File: src/rtl/dslope_pkg.sv
package dslope_pkg;

  typedef enum logic [1:0] {
    ST_IDLE     = 2'd0,
    ST_RUNUP    = 2'd1,
    ST_RUNDOWN  = 2'd2,
    ST_DONE     = 2'd3
  } dsl_state_t;

  typedef enum logic [1:0] {
    SW_GND  = 2'b00,
    SW_VIN  = 2'b01,
    SW_NREF = 2'b10
  } dsl_sw_t;

  // switch position owned by each controller state
  function automatic dsl_sw_t sw_for(input dsl_state_t s);
    case (s)
      ST_RUNUP:   return SW_VIN;
      ST_RUNDOWN: return SW_NREF;
      default:    return SW_GND;
    endcase
  endfunction

endpackage

File: src/rtl/dslope_sync.sv
module dslope_sync #(
  parameter int STAGES = 2
) (
  input  logic clk,
  input  logic rst,
  input  logic d,
  output logic q
);
  logic [STAGES-1:0] chain;

  always_ff @(posedge clk) begin
    if (rst) chain <= '0;
    else     chain <= {chain[STAGES-2:0], d};
  end

  assign q = chain[STAGES-1];
endmodule

File: src/rtl/dslope_counter.sv
module dslope_counter #(
  parameter int W = 8
) (
  input  logic         clk,
  input  logic         rst,
  input  logic         clr,
  input  logic         en,
  output logic [W-1:0] cnt
);
  always_ff @(posedge clk) begin
    if (rst || clr) cnt <= '0;
    else if (en)    cnt <= cnt + 1'b1;
  end
endmodule

File: src/rtl/dslope_fsm.sv
module dslope_fsm
  import dslope_pkg::*;
#(
  parameter int CNT_W       = 8,
  parameter int RUNUP_COUNT = 256
) (
  input  logic             clk,
  input  logic             rst,
  input  logic             start,
  input  logic             zero_s,
  input  logic [CNT_W-1:0] cnt,
  output logic             cnt_clr,
  output logic             cnt_en,
  output logic             latch,
  output logic             ovf_hit,
  output dsl_sw_t          sw,
  output logic             done
);
  localparam logic [CNT_W-1:0] RUNUP_LAST = CNT_W'(RUNUP_COUNT - 1);
  localparam logic [CNT_W-1:0] CNT_LAST   = '1;

  dsl_state_t state, nxt;

  always_comb begin
    nxt     = state;
    cnt_clr = 1'b0;
    cnt_en  = 1'b0;
    latch   = 1'b0;
    ovf_hit = 1'b0;
    case (state)
      ST_IDLE: begin
        cnt_clr = 1'b1;
        if (start) nxt = ST_RUNUP;
      end
      ST_RUNUP: begin
        if (cnt == RUNUP_LAST) begin
          cnt_clr = 1'b1;
          nxt     = ST_RUNDOWN;
        end else begin
          cnt_en = 1'b1;
        end
      end
      ST_RUNDOWN: begin
        if (zero_s) begin
          latch = 1'b1;
          nxt   = ST_DONE;
        end else if (cnt == CNT_LAST) begin
          latch   = 1'b1;
          ovf_hit = 1'b1;
          nxt     = ST_DONE;
        end else begin
          cnt_en = 1'b1;
        end
      end
      default: begin
        cnt_clr = 1'b1;
        nxt     = ST_IDLE;
      end
    endcase
  end

  always_ff @(posedge clk) begin
    if (rst) begin
      state <= ST_IDLE;
      sw    <= SW_GND;
      done  <= 1'b0;
    end else begin
      state <= nxt;
      sw    <= sw_for(nxt);
      done  <= latch;
    end
  end
endmodule

File: src/rtl/dslope_ctrl.sv
module dslope_ctrl
  import dslope_pkg::*;
#(
  parameter int CNT_W       = 8,
  parameter int RUNUP_COUNT = 1 << CNT_W,
  parameter int SYNC_STAGES = 2
) (
  input  logic             clk,
  input  logic             rst,
  input  logic             start,
  input  logic             cmp_zero,
  output logic [1:0]       sw_sel,
  output logic             done,
  output logic             overflow,
  output logic [CNT_W-1:0] result
);
  logic             zero_s;
  logic             cnt_clr, cnt_en, latch, ovf_hit;
  logic [CNT_W-1:0] cnt;
  dsl_sw_t          sw;

  dslope_sync #(.STAGES(SYNC_STAGES)) u_sync (
    .clk (clk),
    .rst (rst),
    .d   (cmp_zero),
    .q   (zero_s)
  );

  dslope_counter #(.W(CNT_W)) u_cnt (
    .clk (clk),
    .rst (rst),
    .clr (cnt_clr),
    .en  (cnt_en),
    .cnt (cnt)
  );

  dslope_fsm #(.CNT_W(CNT_W), .RUNUP_COUNT(RUNUP_COUNT)) u_fsm (
    .clk     (clk),
    .rst     (rst),
    .start   (start),
    .zero_s  (zero_s),
    .cnt     (cnt),
    .cnt_clr (cnt_clr),
    .cnt_en  (cnt_en),
    .latch   (latch),
    .ovf_hit (ovf_hit),
    .sw      (sw),
    .done    (done)
  );

  always_ff @(posedge clk) begin
    if (rst) begin
      result   <= '0;
      overflow <= 1'b0;
    end else if (latch) begin
      result   <= ovf_hit ? '1 : cnt;
      overflow <= ovf_hit;
    end
  end

  assign sw_sel = sw;
endmodule

File: config.mk
export PLATFORM = sky130hd
export DESIGN_NAME = dslope_ctrl
export DESIGN_NICKNAME = d
export VERILOG_FILES = /design/src/rtl/dslope_pkg.sv /design/src/rtl/dslope_sync.sv /design/src/rtl/dslope_counter.sv /design/src/rtl/dslope_fsm.sv /design/src/rtl/dslope_ctrl.sv
export SDC_FILE = /design/constraint.sdc
export NUM_CORES = 1
export LEC_CHECK = 0
export ABC_AREA = 1
export BUFFER_PORTS_ARGS = -buffer_cell sky130_fd_sc_hd__buf_4
export CELL_PAD_IN_SITES_DETAIL_PLACEMENT = 1
export CELL_PAD_IN_SITES_GLOBAL_PLACEMENT = 2
export CORE_UTILIZATION = 31
export DETAILED_ROUTE_END_ITERATION = 16
export HOLD_SLACK_MARGIN = 0.15
export PLACE_DENSITY_LB_ADDON = 0.1
export SLEW_MARGIN = 20
export SYNTH_ARGS = -nofsm -noshare
export SYNTH_HDL_FRONTEND = slang
export SYNTH_HIERARCHICAL = 1
export SYNTH_SLANG_ARGS = --single-unit
File: constraint.sdc
create_clock -name clk -period 2 [get_ports clk]
set_input_delay 0.2 -clock clk [delete_from_list [all_inputs] [get_ports clk]]
set_output_delay 0.2 -clock clk [all_outputs]
set_load 0.01 [all_outputs]
==> summary by stage <==
Layout
The post-layout instance area is ~1300 um2. The area growth from synthesis to layout is 21.79%. In the final design database the tool counted around 180 nets. 0 antenna diodes ended up in the layout. Cells with a size suffix above 1 make up between 20% and 30% of the layout.

Global route
The global route total overflow is 0. The number of antenna violations at the first check in global routing was 0. The maximum number of pins on one net before global-route repair is 14. The first global-routing pass estimated between 3 and 4 mm of wire. Global routing consumed, on the met3 layer, 2.521% of the routing resources. The number of global-route vias before repair was a little under 900.

The met2 demand-to-capacity share in global routing is approximately 22%. The total track usage is about 14%. For this run, global-route usage on met1 was measured as about a fifth. The most congested layer reported by global routing is met2.

STA
The smallest clock period supported by the final layout is computed as roughly 1800 ps. The total count of hold-check failures in the final report is 0. Timing would allow up to 0.5579 GHz. For the pin with the worst max-slew slack, the measured transition is 415.8 ps.

The final sum of negative setup slack is 0 ps. The final count of pins violating max slew is 0. Setup repair after global routing left no endpoint under its margin. The final setup violation count is 0. The final critical path takes up between 80% and 90% of the cycle. The clock arrives with 1.167 ps of skew.

The tightest slew margin relative to the limit is between 70% and 80%.

Critical path
The worst-path maximum fanout is 7. STA puts the critical path data arrival time at around 2000 ps. The largest stage delay on the critical path is 360 ps.

The data required time of the critical path is 2270 ps. The top cell family by delay on the critical path is simple AND/OR/NAND/NOR gates. The worst setup path is captured at a register. The worst setup path is launched from a register. Walking the worst path, the cells encountered are inv_1 > ha_1 > inv_1 > a21oi_1 > o21a_1 > nand2_2 > nor2_4 > nand3_2 > nand2_1 > nand2_1 > nor2_1. The critical path contains buffers and inverters numbering 2 combined. The worst setup path is of the register to register kind. The slowest cell on the critical path is sky130_fd_sc_hd__dfxtp_1.

Floorplan
The die is 61.63 um wide. The die outline height is 61.63 um. The die footprint is ~3800 um2. The floorplan core area is around 3400 um2. Row generation in the floorplan step produced 21 rows. The top-level I/O count is 16. The starting density of the core is between 30% and 40%.

Clock tree
The total clock sinks is 24. The clock network latency to the later pin of the worst-skew pair is ~320 ps. CTS built an H-tree with a depth of 1. The clock root buffer is sky130_fd_sc_hd__clkbuf_4.

The number of buffers on the longest clock path is 2. After clock tree synthesis, the clock-pin slew on the worst setup and hold paths is 130 ps. The post-CTS setup buffer count is 0. The CTS buffer count is 3. TritonCTS built the clock tree.

Power and ir drop
VDD sags by at most around 230 uV. Of the total power, registers draw roughly three fifths. The logic gate share of total power is approximately 7%.

The analysis attributes to net switching a power of about 0.19 mW. The switching fraction of total power is about a quarter. Cell internal power was estimated by the tool at 0.6212 mW.

In this run, the clock network consumes ~32% of the power. The analysis attributes to cell leakage a power of ~0.62 nW. For this design the ratio of total power to cell area is between 600 and 700 nW/um2.

Hold path
The classification of the worst-slack hold path is input pin to register.

Synth
The number of library cell types mapped by synthesis is 17. The post-synthesis cell count is ~140. The sequential cell area fraction in the yosys report is approximately 44%. After synthesis, the share of cell area in mux cells is 0%. The flip-flop and latch count after synthesis is 24. The net count of the mapped netlist is 152.

After Yosys synthesis, XOR and XNOR cells account for 0% of the synthesized area. Summing the areas of all compound-gate instances in the mapped netlist gives 9.762% of the synthesized area. After synthesis, the largest family of logic cells by area is simple AND/OR/NAND/NOR gates. The simple logic cell fraction of the synthesized area is between 30% and 40%.

Dividing the synthesized area by the synthesized cell count gives about 7.7 um2. The fraction of the mapped netlist area in adder cells is 5.675%. The mapped netlist covers between 1000 and 1500 um2. Yosys printed 6 warnings.

Detailed routing
After detailed routing, the number of remaining DRC violations is 0. Summing over every cut layer, the via total after detailed routing is about 940. The via density per instance is roughly 4.4.

The detail-routed net length per standard cell is 11.18 um. The final layout contains routed wiring with a total length of between 2 and 2.5 mm. The number of nets still failing antenna checks after routing is 0. For this block, the initial DRC count from the detailed router was 38. The number of detailed-route iterations in the first pass is 2.

Placed design
The congestion estimate from routability-driven global placement came to about 0.75. The HPWL after detailed placement is 1.833 mm. The total cell area at the placement stage is roughly 1300 um2. During placement, the flow inserted port buffers numbering 15.

Run status
The flow ran to the end, and the final reports show no timing, DRC or antenna violations.

Job
Max-cap violations in this run came to 0.
-- power by group through the flow --
stage,registers (mW),logic (mW),clock network [mW]
6_report,0.489,0.0584,0.262
5_1_grt,0.490,0.0659,0.297
4_1_cts,0.489,0.0591,0.272
3_5_place_dp,0.500,0.0545,0
3_3_place_gp,0.500,0.0532,0
2_1_floorplan,0.500,0.0340,0
-- logic make-up (layout without fill, tap and decap cells) --
group                      Yosys count  count (layout)
AOI/OAI and AO/OA                   21              21
adders and majority gates            5               5
buffers and inverters               21              44
DFF                                 24              24
and+or+nand+nor                     72              72
-- stage by stage --
| stage | std cells | setup WS (ps) | hold WS (ps) | utilization (%) | power, mW |
|---|---|---|---|---|---|
| floorplan | 143 | 474.1 | 271.2 | - | 0.5345 |
| global placement | 205 | 273.2 | 394.1 | 37.95 | 0.5530 |
| detailed placement | 205 | 220.7 | 408.7 | 37.95 | 0.5544 |
| CTS | 212 | 183.1 | 210.6 | 39.92 | 0.8209 |
| global route | 212 | 29.07 | 208.9 | 39.92 | 0.8531 |
| finish | 212 | 207.6 | 214.1 | 39.92 | 0.8100 |
-- tightest hold or removal path, delay by kind of cell --
| family | cells | cell delay [ps] |
|---|---|---|
| and+or+nand+nor | 2 | 150 |
| buffers and inverters | 1 | 80 |
| AOI/OAI and AO/OA | 1 | 80 |
-- placed cells by master (no fill, tap or decap), drive strengths merged --
master and n:
o21ai 12, nand4 1, nand2 25, clkbuf 4, buf 17, nor3 4, ha 5, dfxtp 24
dlygate4sd3 3, inv 20, nor2 35, a21oi 8, o21a 1, nand3 7
-- worst paths after layout --
kind / startpoint / slack, ps / cells past startpoint / to
max: u_fsm/state[1]$_SDFF_PP0_ / 210 / 11 / u_cnt/cnt[6]$_SDFFE_PP0P_
max reg2reg: u_fsm/state[1]$_SDFF_PP0_ / 210 / 11 / u_cnt/cnt[6]$_SDFFE_PP0P_
min: start / 210 / 4 / u_fsm/sw[1]$_SDFF_PP0_
min reg2reg: u_sync/chain[0]$_SDFF_PP0_ / 430 / 2 / u_sync/chain[1]$_SDFF_PP0_
-- layer usage --
layer / vias up / part of all wire, %
met5: - / 0
met4: 0 / 1.1
li1: 493 / -
met2: 13 / 45
met3: 4 / 3.0
met1: 432 / 51
-- synth_stat cells, drive strengths merged --
library cell | n | share of area (%)
inv | 20 | 6.8
nor2 | 35 | 14
nand4 | 1 | 0.57
nor3 | 4 | 1.8
a21oi | 8 | 3.6
o21ai | 12 | 5.4
nand3 | 7 | 5.4
ha | 5 | 5.7
buf | 1 | 1.0
nand2 | 25 | 11
o21a | 1 | 0.68
dfxtp | 24 | 44
-- repair_timing --
action	CTS	global route
gates resized for setup	0	0
endpoints found under the hold margin	3	0
hold buffers	3	0
-- sequential cells by signal (all words and copies together), names as in the netlist --
| signal | count |
|---|---|
| u_cnt/cnt | 8 |
| u_fsm/done | 1 |
| u_sync/chain | 2 |
| u_fsm/sw | 2 |
| u_fsm/state | 2 |
| overflow | 1 |
| result | 8 |
-- cell type report --
class,instances,area (um2)
Fill cell,458,2021
Inverter,20,75.07
Timing Repair Buffer,20,157.7
Clock buffer,4,36.28
Sequential cell,24,480.5
Tap cell,46,57.56
Multi-Input combinational cell,98,535.5
No activity file was read; power rests on OpenSTA's default activity.
